## config.mk

```make
export PLATFORM = sky130hd
export DESIGN_NAME = pwrup_seq
export DESIGN_NICKNAME = d
export VERILOG_FILES = /design/src/rtl/pwrup_pkg.sv /design/src/rtl/settle_table.sv /design/src/rtl/settle_timer.sv /design/src/rtl/pwrup_fsm.sv /design/src/rtl/pwrup_seq.sv
export SDC_FILE = /design/constraint.sdc
export NUM_CORES = 1
export LEC_CHECK = 0
export ABC_AREA = 1
export BUFFER_PORTS_ARGS = -buffer_cell sky130_fd_sc_hd__buf_4
export CELL_PAD_IN_SITES_DETAIL_PLACEMENT = 0
export CELL_PAD_IN_SITES_GLOBAL_PLACEMENT = 1
export CORE_MARGIN = 8
export CORE_UTILIZATION = 44
export CTS_CLUSTER_SIZE = 16
export DETAILED_ROUTE_END_ITERATION = 8
export PLACE_DENSITY_LB_ADDON = 0.2
export SYNTH_ARGS = -nofsm -noshare
export SYNTH_HDL_FRONTEND = slang
export SYNTH_SLANG_ARGS = --single-unit
```

## constraint.sdc

```tcl
create_clock -name clk -period 2.01 [get_ports clk]
set_clock_uncertainty 0.1 [all_clocks]
set_input_delay 0.3015 -clock clk [delete_from_list [all_inputs] [get_ports clk]]
set_output_delay 0.3015 -clock clk [all_outputs]
set_load 0.01 [all_outputs]
```

## src/rtl/pwrup_pkg.sv

```systemverilog
package pwrup_pkg;
  typedef enum logic [1:0] {
    PS_RSTWAIT = 2'd0,
    PS_IDLE    = 2'd1,
    PS_CAL     = 2'd2,
    PS_SLEEP   = 2'd3
  } pstate_t;

  localparam int unsigned CODE_W = 3;
  localparam int unsigned N_CODES = 1 << CODE_W;
endpackage

```

## src/rtl/settle_table.sv

```systemverilog
module settle_table
  import pwrup_pkg::*;
#(
  parameter int unsigned BASE_US    = 155,
  parameter int unsigned CYC_PER_US = 100,
  parameter int unsigned CW         = 21
) (
  input  logic [CODE_W-1:0] code,
  output logic [CW-1:0]     reload
);
  logic [CW-1:0] tbl [N_CODES];

  // Each code doubles the interval; stored value is cycles minus one.
  for (genvar g = 0; g < N_CODES; g++) begin : g_entry
    localparam int unsigned CYC = (BASE_US * CYC_PER_US) << g;
    assign tbl[g] = CW'(CYC - 1);
  end

  assign reload = tbl[code];
endmodule

```

## src/rtl/settle_timer.sv

```systemverilog
module settle_timer #(
  parameter int unsigned CW = 21
) (
  input  logic          clk,
  input  logic          rst_n,
  input  logic          load,
  input  logic [CW-1:0] load_val,
  input  logic          dec,
  output logic          expired
);
  logic [CW-1:0] cnt;

  always_ff @(posedge clk or negedge rst_n) begin
    if (!rst_n)                cnt <= '0;
    else if (load)             cnt <= load_val;
    else if (dec && cnt != '0) cnt <= cnt - 1'b1;
  end

  assign expired = (cnt == '0);

  // a running countdown never jumps back up without a reload
  p_monotonic_r3: assert property (@(posedge clk) disable iff (!rst_n)
    (!load && dec) |=> (cnt <= $past(cnt)));
endmodule

```

## src/rtl/pwrup_fsm.sv

```systemverilog
module pwrup_fsm
  import pwrup_pkg::*;
(
  input  logic    clk,
  input  logic    rst_n,
  input  logic    por_ok,
  input  logic    soft_rst,
  input  logic    cal_done,
  input  logic    expired,
  output pstate_t st,
  output logic    load,
  output logic    dec,
  output logic    cal_start
);
  pstate_t st_nx;

  always_comb begin
    st_nx = st;
    if (!por_ok)       st_nx = PS_RSTWAIT;
    else if (soft_rst) st_nx = PS_IDLE;
    else begin
      unique case (st)
        PS_RSTWAIT: st_nx = PS_IDLE;
        PS_IDLE:    if (expired) st_nx = PS_CAL;
        PS_CAL:     if (cal_done) st_nx = PS_SLEEP;
        PS_SLEEP:   st_nx = PS_SLEEP;
        default:    st_nx = PS_RSTWAIT;
      endcase
    end
  end

  // Reload on every entry to IDLE, including a soft reset taken inside IDLE.
  assign load = (st_nx == PS_IDLE) && ((st != PS_IDLE) || soft_rst);
  assign dec  = (st == PS_IDLE);

  always_ff @(posedge clk or negedge rst_n) begin
    if (!rst_n) begin
      st        <= PS_RSTWAIT;
      cal_start <= 1'b0;
    end else begin
      st        <= st_nx;
      cal_start <= (st == PS_IDLE) && (st_nx == PS_CAL);
    end
  end

  // POR low always lands in reset-wait
  p_por_hold_r1: assert property (@(posedge clk) disable iff (!rst_n)
    !por_ok |=> (st == PS_RSTWAIT));

  // CALIBRATE is entered only from IDLE
  p_cal_from_idle_r2: assert property (@(posedge clk) disable iff (!rst_n)
    (st != PS_CAL && st != PS_IDLE) |=> (st != PS_CAL));

  // start pulse lasts one cycle and coincides with CALIBRATE
  p_pulse_one_r4: assert property (@(posedge clk) disable iff (!rst_n)
    cal_start |=> !cal_start);
  p_pulse_state_r4: assert property (@(posedge clk) disable iff (!rst_n)
    cal_start |-> (st == PS_CAL));

  // SLEEP persists without a reset source
  p_sleep_hold_r5: assert property (@(posedge clk) disable iff (!rst_n)
    (st == PS_SLEEP && por_ok && !soft_rst) |=> (st == PS_SLEEP));

  // soft reset re-enters IDLE
  p_soft_r6: assert property (@(posedge clk) disable iff (!rst_n)
    (por_ok && soft_rst) |=> (st == PS_IDLE));
endmodule

```

## src/rtl/pwrup_seq.sv

```systemverilog
module pwrup_seq
  import pwrup_pkg::*;
#(
  parameter int unsigned BASE_US    = 155,
  parameter int unsigned CYC_PER_US = 100
) (
  input  logic       clk,
  input  logic       rst_n,
  input  logic       por_ok,
  input  logic [2:0] settle_code,
  input  logic       cal_done,
  input  logic       soft_rst,
  output logic [1:0] state,
  output logic       cal_start
);
  localparam int unsigned MAX_CYC = (BASE_US * CYC_PER_US) << (N_CODES - 1);
  localparam int unsigned CW      = $clog2(MAX_CYC);

  logic [CW-1:0] reload;
  logic          load, dec, expired;
  pstate_t       st;

  settle_table #(.BASE_US(BASE_US), .CYC_PER_US(CYC_PER_US), .CW(CW)) u_table (
    .code   (settle_code),
    .reload (reload)
  );

  settle_timer #(.CW(CW)) u_timer (
    .clk      (clk),
    .rst_n    (rst_n),
    .load     (load),
    .load_val (reload),
    .dec      (dec),
    .expired  (expired)
  );

  pwrup_fsm u_fsm (
    .clk       (clk),
    .rst_n     (rst_n),
    .por_ok    (por_ok),
    .soft_rst  (soft_rst),
    .cal_done  (cal_done),
    .expired   (expired),
    .st        (st),
    .load      (load),
    .dec       (dec),
    .cal_start (cal_start)
  );

  assign state = st;

  // completion strobe outside CALIBRATE changes nothing in SLEEP/IDLE flow
  p_done_ignored_r8: assert property (@(posedge clk) disable iff (!rst_n)
    (cal_done && por_ok && !soft_rst && st == PS_SLEEP) |=> (st == PS_SLEEP));
endmodule

```

==> impl_metrics.py, run 1 <==
metrics = {
    "run_status": {
        "status": "finished clean",
    },
    "cells_and_area": {
        "final_cells": 335,
        "insertedDiodeCount": 0,
        "multi_input_area_um2": 1090,
        "nNetsFinal": 303,
        "fill_cells": 432,
        "layout.area.seq_um2": 601,
        "utilization_pct": 51.3,
        "final_layout_size_suffix_gt1_share_pct": 13.3,
        "area_growth_pct": 11.4,
    },
    "flow_run": {
        "drv_cap": 0,
    },
    "worst_setup_path": {
        "worst_r2r_path_depth": 10,
        "worstPathMaxFanout": 11,
        "critPathArrivalTime_ps": 1960,
        "required_ps": 2080,
        "cp-end-kind": "register",
        "rrSetupSlack_ps": 120,
        "crit-reg2reg-launch": "u_timer.cnt[1]",
        "cp-start-kind": "register",
        "rr_endpoint": "u_timer.cnt[1]",
        "crit_type": "reg2reg",
    },
    "cts": {
        "clockRootBuffer": "clkbuf_8",
        "clock_sinks": 24,
        "cts.path.max_buffers": 2,
        "clock_latency_ps": 280,
        "post_cts.repair.setup_buffers": 0,
        "clk_pin_slew_ps": 90,
        "cts_tree": "yes",
        "numCtsBuffers": 3,
        "htreeDepth": 1,
    },
    "global_route": {
        "grt_max_degree": 25,
        "grt_pass1_vias": 1759,
        "grt_overflow": 0,
        "grt_use_total_pct": 15.7,
        "grt_pass1_wl_um": 8130,
        "antenna_found_initial": 0,
    },
    "sta": {
        "report.final.slew_viol_count": 0,
        "worst_slew_pin_slew_ps": 333,
        "setup_slack_ps": 121,
        "finalSetupViolations": 0,
        "slew_headroom_pct": 77.8,
        "finalCriticalPeriod_ps": 1890,
        "fin_crit_sh_pct": 94.0,
        "rsz0062_at_grt": "yes",
        "fmax_mhz": 529,
        "fin_tns_setup_ps": 0,
        "hold_viol": 0,
    },
    "power_and_ir_drop": {
        "finalPower_uw": 1350,
        "peakVddDrop_mv": 0.268,
        "powerDensity_nw_per_um2": 650,
        "leakage_uw": 0.00112,
    },
    "logic_synthesis": {
        "ys.flop_type": "dfrtp_1",
        "ys_types": 31,
        "syn_inst": 272,
        "yosysWarnings": 0,
        "synth_enable_flop_cells": 0,
        "synth_nets": 289,
        "syn-cell-area_um2": 1870,
        "yosysSeqAreaShare_pct": 32.2,
        "ys_ff_latch": 24,
        "syn_avg_cell_area_um2": 6.87,
        "async_flop_share_pct": 100,
    },
    "hold_path": {
        "hold_path_end": "u_fsm.st[0]",
        "whs_path_depth": 3,
        "min_from": "por_ok",
        "hp-class": "in2reg",
    },
    "die": {
        "io_pins": 11,
        "die_area_um2": 6590,
        "die_x_um": 81.2,
        "die_h_um": 81.2,
        "core_um2": 4060,
        "fp-row-count": 23,
        "start_util_pct": 46.0,
    },
    "placed_design": {
        "place_congestion": 0.863,
        "dp_hpwl_um": 3590,
        "pre_cts_ws_ps": 88.5,
        "port_buffers": 10,
        "place_inst": 330,
    },
    "drt": {
        "vias_per_cell": 5.17,
        "routed_wl_um": 4690,
        "drt_iter0_drc": 106,
        "drt-wirelength-per-cell_um": 14.0,
        "drtAntennaViolNets": 0,
        "vias": 1731,
        "dr.pass1.iters": 4,
        "drc": 0,
    },
}
[per-stage QoR]
| stage | area, um^2 | hold WS (ps) |
|---|---|---|
| floorplan | 1870 | -94.1 |
| global placement | 1990 | 130 |
| detailed placement | 1990 | 130 |
| CTS | 2060 | 173 |
| global route | 2080 | 176 |
| finish | 2080 | 170 |
[placed cells by master, fill, tap and decap left out]
cell | Yosys | layout
a21boi_1 | 0 | 1
buf_4 | 3 | 15
buf_6 | 3 | 3
clkbuf_8 | 0 | 4
clkinv_1 | 1 | 1
dfrtp_1 | 24 | 24
dlygate4sd3_1 | 0 | 1
ha_1 | 9 | 8
ha_2 | 0 | 1
inv_1 | 26 | 26
inv_2 | 4 | 4
mux2i_1 | 1 | 1
nand2_1 | 78 | 77
nand2_2 | 2 | 3
nand2_4 | 1 | 1
nand3_1 | 46 | 46
nand3_2 | 1 | 1
nand3b_1 | 1 | 1
nand4_1 | 4 | 4
nor2_1 | 27 | 26
nor2_2 | 3 | 3
nor2_4 | 1 | 2
nor3_1 | 4 | 4
o2111ai_1 | 1 | 1
o211ai_1 | 1 | 1
o21a_1 | 1 | 1
o21ai_0 | 7 | 7
o21ai_1 | 2 | 2
or2_2 | 1 | 1
xnor2_1 | 3 | 3
xor2_1 | 12 | 12
[worst max path at each step]
stage | startpoint | to | slack [ps] | cells after the start
2_1_floorplan | u_timer.cnt[0] | u_timer.cnt[0] | 270 | 12
3_3_place_gp | u_timer.cnt[1] | u_timer.cnt[18] | 100 | 12
3_5_place_dp | u_timer.cnt[1] | u_timer.cnt[18] | 90 | 12
4_1_cts | u_timer.cnt[1] | u_timer.cnt[18] | 80 | 12
5_1_grt | u_timer.cnt[1] | u_timer.cnt[1] | -3 | 10
6_report | u_timer.cnt[1] | u_timer.cnt[1] | 120 | 10
[where the power goes]
part | internal (uW) | switching [uW]
clock network | 176 | 178
registers | 546 | 64.2
logic | 147 | 242
[sequential cells by signal, summed over array words and instances, names as in the netlist]
| name | cells |
|---|---|
| u_timer.cnt | 21 |
| u_fsm.cal_start | 1 |
| u_fsm.st | 2 |
[critical path, stage by stage (launching register included)]
cell     delay [ps]
dfrtp_1         380
inv_1            80
ha_2            190
nand3_2         130
nor2_4          150
nand4_1         100
nand2_1          90
nand2_2          70
nand2_4          80
nand2_2         180
o21a_1          220
[cells in the mapped netlist (2+ instances only)]
cell type	number	area share [%]
o21ai_0	7	1.9
buf_2	2	0.54
nand2_1	78	16
ha_1	9	6.0
nor2_2	3	1.0
nor2_1	27	5.4
nand3_1	46	12
inv_2	4	0.80
dfrtp_1	24	32
inv_1	26	5.2
buf_6	3	1.8
nor3_1	4	1.1
xor2_1	12	5.6
nand4_1	4	1.3
nand2_2	2	0.67
xnor2_1	3	1.4
buf_4	3	1.2
o21ai_1	2	0.54
[cells by family after synthesis]
| kind of cell | Yosys count | share of synthesized area [%] |
|---|---|---|
| AO/OA/AOI/OAI | 13 | 4.09 |
| adder cells (fa/ha/maj) | 9 | 6.03 |
| AND/OR/NAND/NOR | 169 | 40.0 |
| buffers and inverters | 41 | 10.2 |
| multiplexers | 1 | 0.536 |
| XOR/XNOR | 15 | 7.03 |
| flip-flops | 24 | 32.2 |
[final cells by class]
cell class,instances,area share (%)
Clock buffer,4,2.65
Timing Repair Buffer,19,7.52
Sequential cell,24,28.9
Inverter,31,5.59
Multi-Input combinational cell,207,52.4
Tap cell,50,3.01
[repair_timing]
item / in CTS / in global routing
endpoints found under the setup margin: 0 / 10
endpoints found under the hold margin: 24 / 0
gates resized for setup: 0 / 8
hold buffers: 1 / 0
[metal layers]
layer	share of wire, %	vias to the layer above	track usage (%)
met5	0	-	0
met4	1.8	0	6.43
met3	3.3	6	1.55
met2	48	36	25.7
met1	47	802	20.6
li1	-	887	-
(Power assumes the default switching activity.)
==> inputs of run 2 (changes only) <==
PLACE_DENSITY = 0.78   (was not set)
PLACE_DENSITY_LB_ADDON = not set   (was 0.2)
==> impl_metrics.py, run 2 (synthesis gave the netlist of run 1 again) <==
metrics = {
    "sta": {
        "hold_ws_ps": 157,
        "fin_crit_sh_pct": 93.2,
        "finalSetupViolations": 0,
        "report.final.slew_viol_count": 0,
        "worst_slew_pin_slew_ps": 336,
        "hold_viol": 0,
        "slew_headroom_pct": 77.6,
        "fmax_mhz": 534,
        "finalCriticalPeriod_ps": 1870,
    },
    "worst_setup_path": {
        "crit_chain": "inv_1, ha_2, nand3_2, nor2_4, nand3_1, nand2_2, buf_12, nor2_1, xor2_1, nand2_1, nand3_1",
        "slowest_stage": "dfrtp_1",
        "cp-start-kind": "register",
        "max_stage_delay_ps": 390,
        "worstPathMaxFanout": 13,
        "cp-end-kind": "register",
        "cp_common_cell": "nand3_1",
        "critPathArrivalTime_ps": 1940,
        "crit_type": "reg2reg",
        "required_ps": 2080,
    },
    "power_and_ir_drop": {
        "finalPower_uw": 1360,
        "powerDensity_nw_per_um2": 641,
        "peakVddDrop_mv": 0.264,
        "leakage_uw": 0.00114,
    },
    "placed_design": {
        "port_buffers": 10,
        "dp_hpwl_um": 3500,
        "place_inst": 329,
        "dpl_cell_area_um2": 2010,
        "place_congestion": 0.890,
    },
    "cts": {
        "cts.path.max_buffers": 2,
        "clock_latency_ps": 270,
        "numCtsBuffers": 3,
        "clock_sinks": 24,
        "htreeDepth": 1,
        "cts_tree": "yes",
        "clk_pin_slew_ps": 100,
        "clockRootBuffer": "clkbuf_8",
    },
    "global_route": {
        "grt_use_total_pct": 15.7,
        "grt_max_degree": 34,
        "grt_pass1_wl_um": 8050,
        "grt_overflow": 0,
        "grt_pass1_vias": 1603,
        "antenna_found_initial": 0,
    },
    "cells_and_area": {
        "top_regs": "u_timer.cnt (21), u_fsm.st (2), u_fsm.cal_start (1)",
        "regMostFlops": "u_timer.cnt",
        "final_layout_size_suffix_gt1_share_pct": 14.0,
        "nNetsFinal": 304,
        "layout_common_cells": "nand2_1 (77), nand3_1 (46), inv_1 (26)",
        "insertedDiodeCount": 0,
        "final_cells": 336,
        "fin_area_um2": 2120,
        "largest_reg_flops": 21,
        "layout.cells.most_common": "nand2_1",
        "area_growth_pct": 13.6,
    },
    "die": {
        "fp-row-count": 23,
        "die_x_um": 81.2,
        "die_area_um2": 6590,
        "die_h_um": 81.2,
        "start_util_pct": 46.0,
        "core_um2": 4060,
        "io_pins": 11,
    },
    "hold_path": {
        "hp-class": "in2reg",
    },
    "flow_run": {
        "drv_cap": 0,
    },
    "drt": {
        "drtAntennaViolNets": 0,
        "vias_per_cell": 4.97,
        "vias": 1670,
        "drt_iter0_drc": 155,
        "drt-wirelength-per-cell_um": 14.6,
        "drc": 0,
        "dr.pass1.iters": 4,
        "routed_wl_um": 4920,
    },
    "run_status": {
        "status": "finished clean",
    },
}
## run 2: changes by cell type in the layout (fill, tap and decap cells not counted), sizes merged
cell,before,now
clkbuf,4,5
## run 2: path summary, 6_finish.rpt
kind,from,end,slack (ps),depth (start not counted)
max,u_timer.cnt[1],u_timer.cnt[7],140,11
max reg2reg,u_timer.cnt[1],u_timer.cnt[7],140,11
min reg2reg,u_timer.cnt[1],u_timer.cnt[1],410,1
max in group asynchronous,rst_n,u_timer.cnt[0],1180,2
min in group asynchronous,rst_n,u_fsm.cal_start,370,2
min,por_ok,u_fsm.st[0],160,3
## run 2: layout make-up
class	instances	area, um^2
fillers	426	1940
multi-input cells	207	1090
flip-flops and latches	24	601
repair buffers	20	195
inverters	31	116
well taps	50	62.6
clock buffers	4	55.1
## run 2: per-stage QoR
| step | TNS (ps) | utilization [%] | setup slack, ps |
|---|---|---|---|
| floorplan | 0 | - | 272 |
| detailed placement | 0 | 49.5 | 98.8 |
| finish | 0 | 52.3 | 136 |
| global route | -9.70 | 52.3 | -7.24 |
| CTS | 0 | 51.1 | 73.1 |
| global placement | 0 | 49.5 | 130 |
## run 2: layer usage
metal | up-vias | routed length (um) | track usage, %
met3 | 2 | 166 | 1.66
li1 | 888 | - | -
met1 | 759 | 2510 | 23.6
met2 | 21 | 2220 | 23.0
met4 | 0 | 25 | 4.11
met5 | - | 0 | 0
## run 2: report_power, final
part | internal [uW] | leakage [uW] | total [uW] | switching (uW)
sequential | 546 | 0.000297 | 611 | 65.3
clock | 175 | 0.0000288 | 349 | 174
combinational | 156 | 0.000811 | 399 | 243
## run 2: timing repair
item / in CTS / in global routing
resized for setup: 0 / 5
setup endpoints to repair: 0 / 16
endpoints found under the hold margin: 24 / 0
buffers inserted: 0 / 1
hold buffers: 1 / 0
## run 2: critical path, delay by kind of cell, from the launching register on
family	cells	cell delay (ps)
flip-flops	1	390
adder cells (fa/ha/maj)	1	200
XOR/XNOR	1	130
AND/OR/NAND/NOR	7	710
buffers and inverters	2	230
==> inputs of run 3 (changes only) <==
CELL_PAD_IN_SITES_GLOBAL_PLACEMENT = 2   (was 1)
CORE_UTILIZATION = 34   (was 44)
CTS_CLUSTER_DIAMETER = 80   (was not set)
PLACE_DENSITY = 0.77   (was 0.78)
==> impl_metrics.py, run 3 (synthesis gave the netlist of run 1 again) <==
metrics = {
    "hold_path": {
        "hold_path_end": "u_fsm.st[0]",
        "hp-class": "in2reg",
        "whs_path_depth": 3,
        "min_from": "por_ok",
    },
    "sta": {
        "worst_slew_pin_slew_ps": 331,
        "setup_slack_ps": 141,
        "finalSetupViolations": 0,
        "fin_crit_sh_pct": 93.0,
        "report.final.slew_viol_count": 0,
        "slew_headroom_pct": 77.8,
        "fmax_mhz": 535,
        "hold_viol": 0,
        "finalCriticalPeriod_ps": 1870,
    },
    "cells_and_area": {
        "layout.area.seq_um2": 601,
        "utilization_pct": 41.5,
        "top_regs": "u_timer.cnt (21), u_fsm.st (2), u_fsm.cal_start (1)",
        "largest_reg_flops": 21,
        "layout.cells.most_common": "nand2_1",
        "fill_cells": 602,
        "fin_area_um2": 2240,
        "final_cells": 371,
        "multi_input_area_um2": 1120,
        "final_layout_size_suffix_gt1_share_pct": 18.4,
        "layout_common_cells": "nand2_1 (77), nand3_1 (43), buf_4 (29)",
        "regMostFlops": "u_timer.cnt",
        "area_growth_pct": 20.0,
        "nNetsFinal": 318,
        "insertedDiodeCount": 0,
    },
    "worst_setup_path": {
        "critPathArrivalTime_ps": 1920,
        "cp-start-kind": "register",
        "rrSetupSlack_ps": 140,
        "rr_endpoint": "u_timer.cnt[3]",
        "crit_type": "reg2reg",
        "crit-reg2reg-launch": "u_timer.cnt[0]",
        "cp-end-kind": "register",
        "worstPathMaxFanout": 11,
        "required_ps": 2060,
        "worst_r2r_path_depth": 11,
    },
    "drt": {
        "drc": 0,
        "vias": 1725,
        "routed_wl_um": 5050,
        "drt_iter0_drc": 142,
        "dr.pass1.iters": 4,
        "vias_per_cell": 4.65,
        "drt-wirelength-per-cell_um": 13.6,
        "drtAntennaViolNets": 0,
    },
    "power_and_ir_drop": {
        "intPower_uw": 859,
        "finalPower_uw": 1340,
        "powerDensity_nw_per_um2": 595,
        "switchingPower_uw": 476,
        "p_comb_share_pct": 33.2,
        "leakage_uw": 0.00119,
        "p_seq_share_pct": 45.0,
        "peakVddDrop_mv": 0.394,
        "switching_share_pct": 35.7,
        "clockPowerShare_pct": 21.8,
    },
    "global_route": {
        "top_usage_layer": "met2",
        "antenna_found_initial": 0,
        "grt_max_degree": 25,
        "grt_use_total_pct": 12.7,
        "grt_pass1_vias": 1679,
        "global_route.usage.met3_pct": 1.83,
        "grt_use_met2_pct": 20.3,
        "grt_overflow": 0,
        "grtUsageMet1_pct": 17.9,
        "grt_pass1_wl_um": 8540,
    },
    "cts": {
        "numCtsBuffers": 3,
        "htreeDepth": 1,
        "cts.path.max_buffers": 2,
        "clock_latency_ps": 260,
        "clk_pin_slew_ps": 90,
        "clock_sinks": 24,
        "cts_tree": "yes",
        "clockRootBuffer": "clkbuf_8",
    },
    "placed_design": {
        "port_buffers": 10,
        "pre_cts_ws_ps": 50.3,
        "place_congestion": 0.794,
        "place_inst": 361,
        "dp_hpwl_um": 3920,
        "dpl_cell_area_um2": 2090,
    },
    "flow_run": {
        "drv_cap": 0,
    },
    "die": {
        "die_x_um": 90.1,
        "start_util_pct": 34.6,
        "die_area_um2": 8120,
        "fp-row-count": 27,
        "core_um2": 5410,
        "die_h_um": 90.1,
        "io_pins": 11,
    },
    "run_status": {
        "status": "finished clean",
    },
}
==> run 3: cell types whose count changed in the layout (fill, tap and decap cells not counted), sizes merged <==
| cell | before | now |
|---|---|---|
| buf | 18 | 33 |
| clkbuf | 5 | 3 |
==> run 3: how the worst max path moves through the flow <==
stage,start,endpoint,slack [ps],cells after the start
detailed placement,u_timer.cnt[0],u_timer.cnt[7],50,11
floorplan,u_timer.cnt[0],u_timer.cnt[0],270,12
global route,u_timer.cnt[9],u_timer.cnt[4],-4,12
finish,u_timer.cnt[0],u_timer.cnt[3],140,11
global placement,u_timer.cnt[0],u_timer.cnt[18],70,12
CTS,u_timer.cnt[0],u_timer.cnt[7],20,11
==> run 3: critical path: stages (launching register included) <==
cell and delay [ps]:
dfrtp_1 360, inv_2 50, ha_2 200, nand3_4 110, nor2_4 50, nand4_1 80, nand2_1 70, nand2_2 100
nand2_4 110, buf_8 160, nor3_1 270, nor2_1 90
==> run 3: timing repair <==
action	in CTS	in global routing
buffers inserted	0	6
setup endpoints to repair	0	18
gates resized for setup	0	14
hold buffers	1	0
hold endpoints to repair	24	0
==> run 3: per-layer routing <==
metal / up-vias / part of all wire, %
li1: 916 / -
met1: 785 / 50
met2: 22 / 47
met3: 2 / 2.2
met4: 0 / 0.57
met5: - / 0
==> run 3: final cells by class <==
class                      instances  share of cell area, %
inverter                          31                   5.19
multi-input combinational        207                   49.8
tap                               72                   4.02
sequential                        24                   26.8
clock buffer                       3                   1.84
timing repair buffer              34                   12.3
==> run 3: stage by stage <==
step | hold slack (ps) | setup TNS (ps)
after floorplan | -94.1 | 0
after global placement | 131 | 0
after detailed placement | 133 | 0
after CTS | 186 | 0
after global routing | 213 | -3.84
final | 182 | 0
==> run 3: power by group through the flow <==
stage	sequential (uW)	clock, uW	combinational, uW
after floorplan	604	0	290
after global placement	611	0	421
after detailed placement	610	0	417
after CTS	601	305	421
after global routing	610	324	513
final	601	291	443
